[src/rtl/uwire_pkg.sv]
package uwire_pkg;
  typedef enum logic [1:0] {
    OP_SPEC  = 2'b00,
    OP_WRITE = 2'b01,
    OP_READ  = 2'b10,
    OP_ERASE = 2'b11
  } opcode_e;

  typedef enum logic [1:0] {
    SP_DIS   = 2'b00,
    SP_WRALL = 2'b01,
    SP_ERALL = 2'b10,
    SP_EN    = 2'b11
  } spec_e;

  typedef enum logic [2:0] {
    ST_IDLE,
    ST_START,
    ST_OPC,
    ST_ADDR,
    ST_DATA,
    ST_READ,
    ST_DONE
  } state_e;
endpackage

[src/rtl/uwire_pins.sv]
module uwire_pins (
  input  logic clk_i,
  input  logic rst_ni,
  input  logic cs_i,
  input  logic sk_i,
  output logic cs_rise_o,
  output logic cs_fall_o,
  output logic sk_rise_o
);
  logic cs_q, sk_q;

  always_ff @(posedge clk_i or negedge rst_ni) begin
    if (!rst_ni) begin
      cs_q <= 1'b0;
      sk_q <= 1'b0;
    end else begin
      cs_q <= cs_i;
      sk_q <= sk_i;
    end
  end

  assign cs_rise_o = cs_i & ~cs_q;
  assign cs_fall_o = ~cs_i & cs_q;
  assign sk_rise_o = sk_i & ~sk_q & cs_i;
endmodule

[src/rtl/uwire_timer.sv]
module uwire_timer #(
  parameter int PROG_CYC = 40
) (
  input  logic clk_i,
  input  logic rst_ni,
  input  logic start_i,
  output logic busy_o
);
  localparam int CNT_W = $clog2(PROG_CYC + 1);
  localparam logic [CNT_W-1:0] LOAD = CNT_W'(PROG_CYC);

  logic [CNT_W-1:0] cnt_q;

  always_ff @(posedge clk_i or negedge rst_ni) begin
    if (!rst_ni)               cnt_q <= '0;
    else if (start_i)          cnt_q <= LOAD;
    else if (cnt_q != '0)      cnt_q <= cnt_q - 1'b1;
  end

  assign busy_o = (cnt_q != '0);
endmodule

[src/rtl/uwire_array.sv]
module uwire_array #(
  parameter int ADDR_W = 6,
  parameter int DATA_W = 8
) (
  input  logic              clk_i,
  input  logic              rst_ni,
  input  logic              we_i,
  input  logic              fill_i,
  input  logic [ADDR_W-1:0] waddr_i,
  input  logic [DATA_W-1:0] wdata_i,
  input  logic [ADDR_W-1:0] raddr_i,
  output logic [DATA_W-1:0] rdata_o
);
  localparam int DEPTH = 1 << ADDR_W;

  logic [DATA_W-1:0] mem_q [DEPTH];

  always_ff @(posedge clk_i or negedge rst_ni) begin
    if (!rst_ni) begin
      for (int i = 0; i < DEPTH; i++) mem_q[i] <= '0;
    end else begin
      for (int i = 0; i < DEPTH; i++) begin
        if (fill_i || (we_i && (waddr_i == ADDR_W'(i)))) mem_q[i] <= wdata_i;
      end
    end
  end

  assign rdata_o = mem_q[raddr_i];
endmodule

[src/rtl/uwire_eeprom.sv]
module uwire_eeprom
  import uwire_pkg::*;
#(
  parameter int ADDR_W   = 6,
  parameter int DATA_W   = 8,
  parameter int PROG_CYC = 40
) (
  input  logic clk_i,
  input  logic rst_ni,
  input  logic cs_i,
  input  logic sk_i,
  input  logic di_i,
  output logic do_o
);
  localparam int MAXB  = (ADDR_W > DATA_W) ? ADDR_W : DATA_W;
  localparam int CNT_W = $clog2(MAXB);
  localparam logic [CNT_W-1:0] ADDR_LAST = CNT_W'(ADDR_W - 1);
  localparam logic [CNT_W-1:0] DATA_LAST = CNT_W'(DATA_W - 1);

  logic cs_rise, cs_fall, sk_rise, busy;
  state_e            state_q;
  logic [CNT_W-1:0]  cnt_q;
  logic [1:0]        opc_q;
  logic [ADDR_W-1:0] addr_q, addr_nx;
  logic [DATA_W-1:0] data_q, data_nx, out_q, rdata;
  logic do_q, wen_q, en_pend_q, show_q;
  logic last_addr, last_data;
  logic mem_we, mem_fill, prog_go;
  logic [ADDR_W-1:0] mem_waddr;
  logic [DATA_W-1:0] mem_wdata;
  spec_e spec_sel;

  uwire_pins i_pins (
    .clk_i     (clk_i),
    .rst_ni    (rst_ni),
    .cs_i      (cs_i),
    .sk_i      (sk_i),
    .cs_rise_o (cs_rise),
    .cs_fall_o (cs_fall),
    .sk_rise_o (sk_rise)
  );

  uwire_timer #(.PROG_CYC(PROG_CYC)) i_timer (
    .clk_i   (clk_i),
    .rst_ni  (rst_ni),
    .start_i (prog_go),
    .busy_o  (busy)
  );

  uwire_array #(.ADDR_W(ADDR_W), .DATA_W(DATA_W)) i_array (
    .clk_i   (clk_i),
    .rst_ni  (rst_ni),
    .we_i    (mem_we),
    .fill_i  (mem_fill),
    .waddr_i (mem_waddr),
    .wdata_i (mem_wdata),
    .raddr_i (addr_nx),
    .rdata_o (rdata)
  );

  assign addr_nx   = {addr_q[ADDR_W-2:0], di_i};
  assign data_nx   = {data_q[DATA_W-2:0], di_i};
  assign spec_sel  = spec_e'(addr_nx[ADDR_W-1 -: 2]);
  assign last_addr = sk_rise && (state_q == ST_ADDR) && (cnt_q == ADDR_LAST);
  assign last_data = sk_rise && (state_q == ST_DATA) && (cnt_q == DATA_LAST);
  assign mem_waddr = last_data ? addr_q : addr_nx;

  // commit of write-type commands, gated by write permission
  always_comb begin
    mem_we    = 1'b0;
    mem_fill  = 1'b0;
    mem_wdata = '1;
    if (wen_q) begin
      if (last_addr) begin
        if (opcode_e'(opc_q) == OP_ERASE) mem_we = 1'b1;
        if (opcode_e'(opc_q) == OP_SPEC && spec_sel == SP_ERALL) mem_fill = 1'b1;
      end
      if (last_data) begin
        mem_wdata = data_nx;
        if (opcode_e'(opc_q) == OP_WRITE) mem_we = 1'b1;
        else                              mem_fill = 1'b1;
      end
    end
  end
  assign prog_go = mem_we | mem_fill;

  always_ff @(posedge clk_i or negedge rst_ni) begin
    if (!rst_ni) begin
      state_q   <= ST_IDLE;
      cnt_q     <= '0;
      opc_q     <= '0;
      addr_q    <= '0;
      data_q    <= '0;
      out_q     <= '0;
      do_q      <= 1'b0;
      wen_q     <= 1'b0;
      en_pend_q <= 1'b0;
      show_q    <= 1'b0;
    end else begin
      if (cs_fall) begin
        en_pend_q <= 1'b0;
        if (en_pend_q) wen_q <= 1'b1;
        if (!busy) show_q <= 1'b0;
      end
      if (prog_go) show_q <= 1'b1;

      if (!cs_i) begin
        state_q <= ST_IDLE;
        do_q    <= 1'b0;
      end else if (cs_rise) begin
        state_q <= busy ? ST_IDLE : ST_START;
        cnt_q   <= '0;
        do_q    <= 1'b0;
      end else if (sk_rise) begin
        unique case (state_q)
          ST_START: if (di_i) begin
            state_q <= ST_OPC;
            cnt_q   <= '0;
            show_q  <= 1'b0;
          end
          ST_OPC: begin
            opc_q <= {opc_q[0], di_i};
            if (cnt_q == CNT_W'(1)) begin
              state_q <= ST_ADDR;
              cnt_q   <= '0;
            end else cnt_q <= cnt_q + 1'b1;
          end
          ST_ADDR: begin
            addr_q <= addr_nx;
            if (last_addr) begin
              cnt_q <= '0;
              unique case (opcode_e'(opc_q))
                OP_READ: begin
                  state_q <= ST_READ;
                  out_q   <= rdata;
                  do_q    <= 1'b0;
                end
                OP_WRITE: state_q <= ST_DATA;
                OP_ERASE: state_q <= ST_DONE;
                OP_SPEC: begin
                  state_q <= (spec_sel == SP_WRALL) ? ST_DATA : ST_DONE;
                  if (spec_sel == SP_EN)  en_pend_q <= 1'b1;
                  if (spec_sel == SP_DIS) wen_q     <= 1'b0;
                end
                default: state_q <= ST_DONE;
              endcase
            end else cnt_q <= cnt_q + 1'b1;
          end
          ST_DATA: begin
            data_q <= data_nx;
            if (last_data) state_q <= ST_DONE;
            else           cnt_q   <= cnt_q + 1'b1;
          end
          ST_READ: begin
            do_q  <= out_q[DATA_W-1];
            out_q <= {out_q[DATA_W-2:0], 1'b0};
          end
          default: ;
        endcase
      end
    end
  end

  assign do_o = cs_i & (show_q ? ~busy : do_q);
endmodule

[config.mk]
export PLATFORM = sky130hd
export DESIGN_NAME = uwire_eeprom
export DESIGN_NICKNAME = d
export VERILOG_FILES = /design/src/rtl/uwire_pkg.sv /design/src/rtl/uwire_pins.sv /design/src/rtl/uwire_timer.sv /design/src/rtl/uwire_array.sv /design/src/rtl/uwire_eeprom.sv
export SDC_FILE = /design/constraint.sdc
export NUM_CORES = 1
export LEC_CHECK = 0
export CORE_UTILIZATION = 40
export DETAILED_ROUTE_END_ITERATION = 8
export PLACE_DENSITY = 0.63
export SYNTH_ARGS = -nofsm -noshare
export SYNTH_HDL_FRONTEND = slang
export SYNTH_SLANG_ARGS = --single-unit
[constraint.sdc]
create_clock -name clk_i -period 3.32 [get_ports clk_i]
set_clock_uncertainty 0.15 [all_clocks]
set_input_delay 0.664 -clock clk_i [delete_from_list [all_inputs] [get_ports clk_i]]
set_output_delay 0.664 -clock clk_i [all_outputs]
set_load 0.02 [all_outputs]
==> results.py, run 1 <==
metrics = {
    "die": {
        "dieArea_um2": 67420,
        "die_h_um": 259.7,
        "initial_utilization_pct": 40.39,
        "die_x_um": 259.7,
        "ios": 6,
        "coreArea_um2": 65750,
        "row_count": 94,
    },
    "placement": {
        "pre_cts_ws_ns": -0.2235,
        "io_buffers": 5,
        "dp_hpwl_um": 48330,
        "routabilityCongestion": 0.9287,
    },
    "pwr": {
        "peakVddDrop_mv": 0.3160,
        "leakage_nw": 15.01,
        "finalPower_mw": 14.09,
        "powerDensity_nw_per_um2": 449.4,
    },
    "logic_synthesis": {
        "synthTopCellsByArea": "dfrtp_1, mux2_2, mux4_2",
        "synth_top_family_by_area": "multiplexers",
        "syn_inst": 1893,
        "syn-mean-instance-area_um2": 14.03,
        "synthSimpleGateAreaFrac_pct": 4.217,
        "synth.mux.area_fraction_pct": 33.69,
        "yosys-top-cells-count": "dfrtp_1, mux2_2, mux2i_1, mux4_2, clkbuf_1",
        "synth_flop_cell": "dfrtp_1",
        "synth.top_cell.area_share_pct": 52.11,
        "synthDistinctLibCells": 62,
        "synth_xor_area_share_pct": 0.09895,
        "yosys.cell_count.top_type": "dfrtp_1",
        "yosys.area.top_type": "dfrtp_1",
        "synth_edf_count": 0,
        "ys_seq_elements": 553,
        "yosys_warnings": 0,
        "synth_compound_area_share_pct": 7.073,
        "async_flop_share_pct": 100.0,
        "ys_seq_area_share_pct": 52.11,
        "syn-num-nets": 1903,
        "syn_area_um2": 26550,
        "synth_fa_ha_area_share_pct": 0.2356,
    },
    "detailed_routing": {
        "vias": 16550,
        "wl_per_cell_um": 24.50,
        "drc": 0,
        "drt-initial-drc-count": 1341,
        "via_per_inst": 5.705,
        "drtPass1Iterations": 5,
        "drt-total-wl_um": 71080,
        "antenna_left": 0,
    },
    "setup_path": {
        "critPathArrivalTime_ns": 3.49,
        "start_kind": "flip-flop",
        "required_ns": 3.69,
        "crit_path_max_fanout": 26,
        "critPathKind": "reg2reg",
        "cp-end-kind": "flip-flop",
    },
    "cells_and_area": {
        "insertedDiodeCount": 0,
        "drive_gt1_share_pct": 47.82,
        "fill_cells": 5621,
        "area_delta_synth_final_pct": 18.06,
        "nNetsFinal": 1996,
    },
    "global_routing": {
        "grt_usage_pct": 21.71,
        "met1_usage_pct": 30.41,
        "grt_pass1_vias": 17610,
        "grt_pass1_wl_um": 111600,
        "grt_max_degree": 83,
        "use_met2_pct": 34.84,
        "grt_antenna_before_repair": 0,
        "grt_busiest_layer": "met2",
        "use_met3_pct": 2.895,
        "grt.overflow.total": 0,
    },
    "worst_hold_path": {
        "hold_path_class": "reg2reg",
    },
    "status": {
        "status": "finished, final reports clean",
    },
    "timing": {
        "finalCriticalPeriod_ns": 3.127,
        "fmax_ghz": 0.3198,
        "slew_headroom_pct": 34.71,
        "fin_ws_ns": 0.1935,
        "setup_viol": 0,
        "rsz0062_at_grt": "false",
        "slew_violations": 0,
        "finalHoldViolations": 0,
        "min_period_over_period_pct": 94.17,
        "tightest_slew_ns": 0.9546,
    },
    "cts": {
        "clkTransAtPathRegs_ns": 0.06,
        "clk_latency_ns": 0.64,
        "cts_tree": "yes",
        "cts_made_buffers": 59,
        "cts.sinks": 553,
        "clk_path_buf_depth": 3,
        "cts_max_level": 2,
        "root_buffer": "clkbuf_16",
    },
    "job": {
        "maxCapViolCount": 0,
    },
}
==> final cells by class <==
class	count	area [um2]	area share, %
sequential	553	13840	44.16
tap	864	1081	3.448
clock inverter	26	344.1	1.098
timing repair buffer	179	2256	7.196
clock buffer	86	1728	5.512
multi-input combinational	1184	12060	38.48
inverter	9	33.78	0.1078
==> layout by cell type, fill, tap and decap left out, types with 10 or more instances in the layout <==
master | Yosys | routed
clkbuf_8 | 0 | 15
mux2i_1 | 87 | 87
mux2_2 | 536 | 536
clkbuf_1 | 82 | 12
clkinv_2 | 0 | 14
o22ai_1 | 11 | 11
dfrtp_1 | 553 | 551
a21oi_1 | 41 | 41
o21a_1 | 11 | 11
nor2_1 | 39 | 38
nor2b_1 | 12 | 10
nand3_1 | 31 | 31
a21oi_2 | 18 | 18
nand2b_1 | 14 | 14
nor3_1 | 20 | 20
mux4_2 | 87 | 87
a31oi_1 | 20 | 20
o21ai_0 | 14 | 13
buf_4 | 11 | 102
nand2_1 | 45 | 45
o21ai_4 | 15 | 16
clkbuf_16 | 0 | 59
o21ai_2 | 19 | 19
buf_12 | 0 | 71
a22oi_1 | 48 | 48
==> path summary, 6_finish.rpt <==
path,end,depth (start not counted),start,slack [ns]
min,out_q[0],2,out_q[0],0.32
max,i_array.mem_q[419],10,cnt_q[0],0.19
max in group asynchronous,i_array.mem_q[446],3,rst_ni,1.57
min reg2reg,out_q[0],2,out_q[0],0.32
max reg2reg,i_array.mem_q[419],10,cnt_q[0],0.19
min in group asynchronous,i_array.mem_q[257],2,rst_ni,0.50
==> cell families (layout without fill, tap and decap cells) <==
| group | Yosys count | count (layout) |
|---|---|---|
| muxes | 716 | 716 |
| DFF | 553 | 553 |
| buffers and inverters | 156 | 300 |
| xor gates and xnor gates | 3 | 3 |
| AOI/OAI and AO/OA | 242 | 242 |
| and+or+nand+nor | 218 | 218 |
| adders and majority gates | 5 | 5 |
==> power by group <==
part	total [mW]	switching, mW	internal, mW
registers	6.75	0.00667	6.74
logic	0.362	0.245	0.117
clock network	6.98	2.76	4.22
==> critical path, stage by stage (launching register included) <==
cell and delay [ns]:
dfrtp_1 0.41, ha_1 0.22, ha_1 0.20, nand4bb_1 0.13, nor2_2 0.09, buf_4 0.22, o21ai_1 0.53, nand2_1 0.26
o21ai_2 0.30, buf_12 0.17, mux2_2 0.33
==> sequential cells by signal (all words and copies together) (netlist names) <==
register	flops
opc_q	2
i_pins.sk_q	1
addr_q	6
data_q	7
i_array.mem_q	512
wen_q	1
out_q	8
i_timer.cnt_q	6
show_q	1
en_pend_q	1
i_pins.cs_q	1
do_q	1
state_q	3
cnt_q	3
==> metrics by stage <==
stage	utilization (%)	instance area (um2)	instances	setup TNS [ns]	hold WS, ns
after floorplan	-	26550	1893	0	0.2184
after CTS	47.68	31350	2901	0	0.3249
after global placement	44.51	29260	2788	-49.68	0.3076
final	47.68	31350	2901	0	0.3230
after detailed placement	44.51	29260	2788	-55.68	0.3107
after global routing	47.68	31350	2901	0	0.3549
==> metal layers <==
layer,vias to the layer above,part of all wire [%],wire [um]
met5,-,0,0
met4,0,3.0,2122
met3,123,4.5,3223
met2,412,48,33960
met1,8774,45,31780
li1,7242,-,-
==> timing repair <==
item,CTS,global route
gates cloned,0,0
endpoints found under the hold margin,58,0
buffers inserted,0,0
setup endpoints to repair,1,8
resized for setup,2,1
hold buffers,1,0
Power figures use the tool's default switching activity.
==> run 2, diff against run 1 <==
Settings changed: CORE_UTILIZATION 40 to 25, PLACE_DENSITY 0.63 to 0.47.
==> results.py, run 2 (synthesized netlist as in run 1, its figures left out) <==
metrics = {
    "status": {
        "status": "finished, final reports clean",
    },
    "die": {
        "die_x_um": 327.9,
        "die_h_um": 327.9,
        "initial_utilization_pct": 25.23,
        "dieArea_um2": 107500,
        "ios": 6,
        "row_count": 119,
        "coreArea_um2": 105300,
    },
    "cells_and_area": {
        "largest-register": "i_array.mem_q",
        "largestRegisters": "i_array.mem_q x512, out_q x8, data_q x7",
        "fill_cells": 10360,
        "final_cell_mix": "dfrtp_1, mux2_2, buf_4",
        "drive_gt1_share_pct": 48.63,
        "layout.cells.non_filler": 3470,
        "largest_reg_flops": 512,
        "insertedDiodeCount": 0,
        "nNetsFinal": 2038,
        "area_delta_synth_final_pct": 22.62,
        "stdcell_area_um2": 32560,
        "final_common_cell": "dfrtp_1",
    },
    "pwr": {
        "peakVddDrop_mv": 0.2749,
        "leakage_nw": 15.28,
        "powerDensity_nw_per_um2": 443.4,
    },
    "detailed_routing": {
        "drtPass1Iterations": 5,
        "antenna_left": 0,
        "drc": 0,
        "drt-total-wl_um": 78680,
        "drt-initial-drc-count": 1119,
        "wl_per_cell_um": 22.67,
        "via_per_inst": 4.850,
        "vias": 16830,
    },
    "placement": {
        "pre_cts_ws_ns": -0.3599,
        "dp.cells": 3346,
        "routabilityCongestion": 0.8898,
        "dp_hpwl_um": 53160,
        "dpl_cell_area_um2": 30280,
        "io_buffers": 5,
    },
    "timing": {
        "worst_hold_slack_ns": 0.3316,
        "min_period_over_period_pct": 95.71,
        "fin_ws_ns": 0.1425,
        "slew_violations": 0,
        "finalCriticalPeriod_ns": 3.178,
        "slew_headroom_pct": 13.82,
        "rsz0062_at_grt": "false",
        "fmax_ghz": 0.3147,
        "tightest_slew_ns": 1.260,
        "finalHoldViolations": 0,
        "setup_viol": 0,
    },
    "global_routing": {
        "grt_usage_pct": 14.85,
        "grt_antenna_before_repair": 1,
        "grt.overflow.total": 0,
        "grt_max_degree": 85,
        "grt_pass1_wl_um": 120000,
        "grt_pass1_vias": 17790,
    },
    "setup_path": {
        "reg2reg_from": "cnt_q[0]",
        "critPathArrivalTime_ns": 3.51,
        "critPathKind": "reg2reg",
        "r2r_cells": 10,
        "required_ns": 3.65,
        "critPathTopFamily": "multiplexers",
        "r2r_end": "i_array.mem_q[429]",
        "crit_path_max_fanout": 14,
        "crit_start": "cnt_q[0]",
        "slowest_delay_ns": 0.42,
        "crit_chain": "ha_1 > ha_1 > and4bb_1 > nand2_2 > buf_12 > mux2i_1 > nor2_1 > a21oi_2 > buf_12 > mux2_2",
        "crit_buf_inv": 2,
        "cp-end-kind": "flip-flop",
        "r2r_slack_ns": 0.14,
        "cp_slowest_cell": "mux2i_1",
        "start_kind": "flip-flop",
    },
    "job": {
        "maxCapViolCount": 0,
    },
    "worst_hold_path": {
        "hp-start": "out_q[0]",
        "min_to": "out_q[0]",
        "hold_path_class": "reg2reg",
        "hold_depth": 2,
    },
    "cts": {
        "clk_path_buf_depth": 3,
        "cts_max_level": 3,
        "cts.sinks": 553,
        "root_buffer": "clkbuf_16",
        "clkTransAtPathRegs_ns": 0.06,
        "cts_made_buffers": 68,
        "clk_latency_ns": 0.61,
        "cts_tree": "yes",
    },
}
run 2: area by class of cell:
class                           instances  area [um2]  area share, %
Tap cell                             1391        1740          5.345
Sequential cell                       553       13840          42.52
Clock buffer                          105        2054          6.310
Timing Repair Buffer                  212        2654          8.150
Multi-Input combinational cell       1184       12070          37.08
Inverter                                9       33.78         0.1038
Clock inverter                         16       160.2         0.4919
run 2: power by group:
group | leakage, nW | switching, mW | internal (mW)
sequential | 7.72 | 0.00506 | 6.75
combinational | 6.47 | 0.255 | 0.128
clock | 1.10 | 2.89 | 4.41
total | 15.3 | 3.15 | 11.3
run 2: worst max-delay path by stage:
stage | endpoint | slack, ns | depth (start not counted)
floorplan | i_array.mem_q[361] | 0.44 | 10
global placement | i_array.mem_q[315] | -0.25 | 9
CTS | i_array.mem_q[308] | 0.02 | 11
global route | i_array.mem_q[346] | 0.02 | 11
finish | i_array.mem_q[429] | 0.14 | 10
detailed placement | i_array.mem_q[305] | -0.36 | 9
run 2: what timing repair did:
action | CTS | global route
setup buffers | 0 | 2
hold buffers | 1 | 0
setup endpoints to repair | 1 | 54
gates resized for setup | 2 | 2
pin swaps | 0 | 2
endpoints found under the hold margin | 38 | 0
run 2: per-layer routing:
layer / global-route usage [%] / wire [um] / vias to the layer above
met2: 23.67 / 37010 / 386
met1: 20.17 / 35740 / 8963
li1: - / - / 7361
met4: 4.917 / 2218 / 2
met3: 2.820 / 3703 / 118
met5: 0 / 7 / -
run 2: tightest hold or removal path: stages, from the launching register on:
cell and delay [ns]:
dfrtp_1 0.35, nand2_1 0.05, nand2_1 0.05
run 2: metrics by stage:
stage	TNS (ns)	power, mW	utilization (%)
final	0	14.44	30.93
after global routing	0	14.98	30.93
after floorplan	0	7.003	-
after CTS	0	14.70	30.88
after global placement	-37.99	7.258	28.77
after detailed placement	-53.68	7.266	28.77
==> run 3, diff against run 2 <==
Settings changed: CORE_UTILIZATION 25 to 30, PLACE_DENSITY 0.47 to 0.53.
==> results.py, run 3 (synthesized netlist as in run 1, its figures left out) <==
metrics = {
    "cts": {
        "postCtsSetupRepairBufs": 0,
        "cts_max_level": 3,
        "root_buffer": "clkbuf_16",
        "cts_made_buffers": 67,
        "clk_latency_ns": 0.62,
        "cts.sinks": 553,
        "clkTransAtPathRegs_ns": 0.06,
        "clk_path_buf_depth": 3,
        "cts_tree": "yes",
    },
    "placement": {
        "dp_hpwl_um": 50680,
        "dp.cells": 3113,
        "routabilityCongestion": 0.9016,
        "io_buffers": 5,
        "dpl_cell_area_um2": 29930,
    },
    "cells_and_area": {
        "final_common_cell": "dfrtp_1",
        "largestRegisters": "i_array.mem_q x512, out_q x8, data_q x7",
        "final_cell_mix": "dfrtp_1, mux2_2, buf_4",
        "insertedDiodeCount": 0,
        "area_delta_synth_final_pct": 21.24,
        "drive_gt1_share_pct": 48.80,
        "layout.cells.non_filler": 3237,
        "largest_reg_flops": 512,
        "largest-register": "i_array.mem_q",
        "nNetsFinal": 2038,
        "stdcell_area_um2": 32190,
    },
    "die": {
        "coreArea_um2": 87160,
        "dieArea_um2": 89710,
        "ios": 6,
        "row_count": 108,
        "initial_utilization_pct": 30.47,
        "die_x_um": 299.5,
        "die_h_um": 299.5,
    },
    "pwr": {
        "pwr-share-clk_pct": 50.9,
        "leakage_nw": 15.27,
        "peakVddDrop_mv": 0.3381,
        "switchingPower_mw": 3.190,
        "power_frac_seq_pct": 46.6,
        "p_int_mw": 11.30,
        "swShare_pct": 22.01,
        "combPwrFrac_pct": 2.6,
        "powerDensity_nw_per_um2": 450.2,
    },
    "global_routing": {
        "grt_antenna_before_repair": 0,
        "grt_usage_pct": 17.31,
        "grt_max_degree": 118,
        "grt_pass1_wl_um": 117600,
        "grt.overflow.total": 0,
        "grt_pass1_vias": 17930,
    },
    "setup_path": {
        "critPathArrivalTime_ns": 3.50,
        "critPathKind": "reg2reg",
        "cp-end-kind": "flip-flop",
        "crit_path_max_fanout": 8,
        "start_kind": "flip-flop",
        "required_ns": 3.66,
    },
    "detailed_routing": {
        "drc": 0,
        "drtPass1Iterations": 5,
        "via_per_inst": 5.195,
        "antenna_left": 0,
        "wl_per_cell_um": 23.30,
        "drt-initial-drc-count": 1171,
        "vias": 16820,
        "drt-total-wl_um": 75410,
    },
    "timing": {
        "finalHoldViolations": 0,
        "setup_viol": 0,
        "slew_headroom_pct": 26.09,
        "worst_hold_slack_ns": 0.3278,
        "fmax_ghz": 0.3172,
        "finalCriticalPeriod_ns": 3.153,
        "finalSetupTns_ns": 0,
        "tightest_slew_ns": 1.081,
        "slew_violations": 0,
        "rsz0062_at_grt": "false",
        "min_period_over_period_pct": 94.97,
    },
    "job": {
        "maxCapViolCount": 0,
    },
    "worst_hold_path": {
        "hold_path_class": "reg2reg",
    },
    "status": {
        "status": "finished, final reports clean",
    },
}
run 3: final cells by class:
type	count	area, um2
Inverter	9	33.78
Clock inverter	21	224.0
Tap cell	1155	1445
Sequential cell	553	13840
Multi-Input combinational cell	1184	12080
Timing Repair Buffer	213	2561
Fill cell	8261	54970
Clock buffer	102	2011
run 3: per-layer routing:
layer  track usage [%]  share of wire, %
met5                 0                 0
met4             5.503               2.8
met3             2.928               4.0
met2             27.04                47
met1             24.42                47
run 3: power groups by stage:
| stage | Clock (mW) | Sequential, mW | Combinational (mW) |
|---|---|---|---|
| final | 7.37 | 6.75 | 0.371 |
| after global routing | 7.84 | 6.75 | 0.415 |
| after CTS | 7.58 | 6.75 | 0.384 |
| after detailed placement | 0 | 6.87 | 0.382 |
| after global placement | 0 | 6.87 | 0.375 |
| after floorplan | 0 | 6.87 | 0.134 |
run 3: worst paths after layout:
check,from,end,slack [ns],cells past startpoint
worst min register to register,out_q[0],out_q[0],0.33,2
worst max register to register,cnt_q[0],i_array.mem_q[427],0.17,11
min in group asynchronous,rst_ni,i_array.mem_q[78],0.36,2
worst min-delay path,out_q[0],out_q[0],0.33,2
worst max-delay path,cnt_q[0],i_array.mem_q[427],0.17,11
max in group asynchronous,rst_ni,i_array.mem_q[220],1.65,4
run 3: worst max-delay path, stage by stage, from the launching register on:
cell and delay (ns):
dfrtp_1 0.39, ha_1 0.17, ha_1 0.18, nand4bb_1 0.17, buf_4 0.21, nor2_1 0.21, o21ai_2 0.11, buf_4 0.18
nor2_1 0.58, a21oi_2 0.21, buf_12 0.21, mux2_2 0.27
run 3: metrics by stage:
step / util (%) / setup slack (ns) / total power, mW
detailed placement: 34.34 / -0.3697 / 7.253
finish: 36.94 / 0.1671 / 14.49
global placement: 34.34 / -0.3628 / 7.246
global route: 36.94 / 0.01672 / 15.00
CTS: 36.92 / 0.02744 / 14.71
floorplan: - / 0.4443 / 7.003
run 3: repair_timing:
item	4_1_cts	5_1_grt
hold buffers	1	0
endpoints found under the hold margin	23	0
gates resized for setup	2	2
endpoints found under the setup margin	1	40
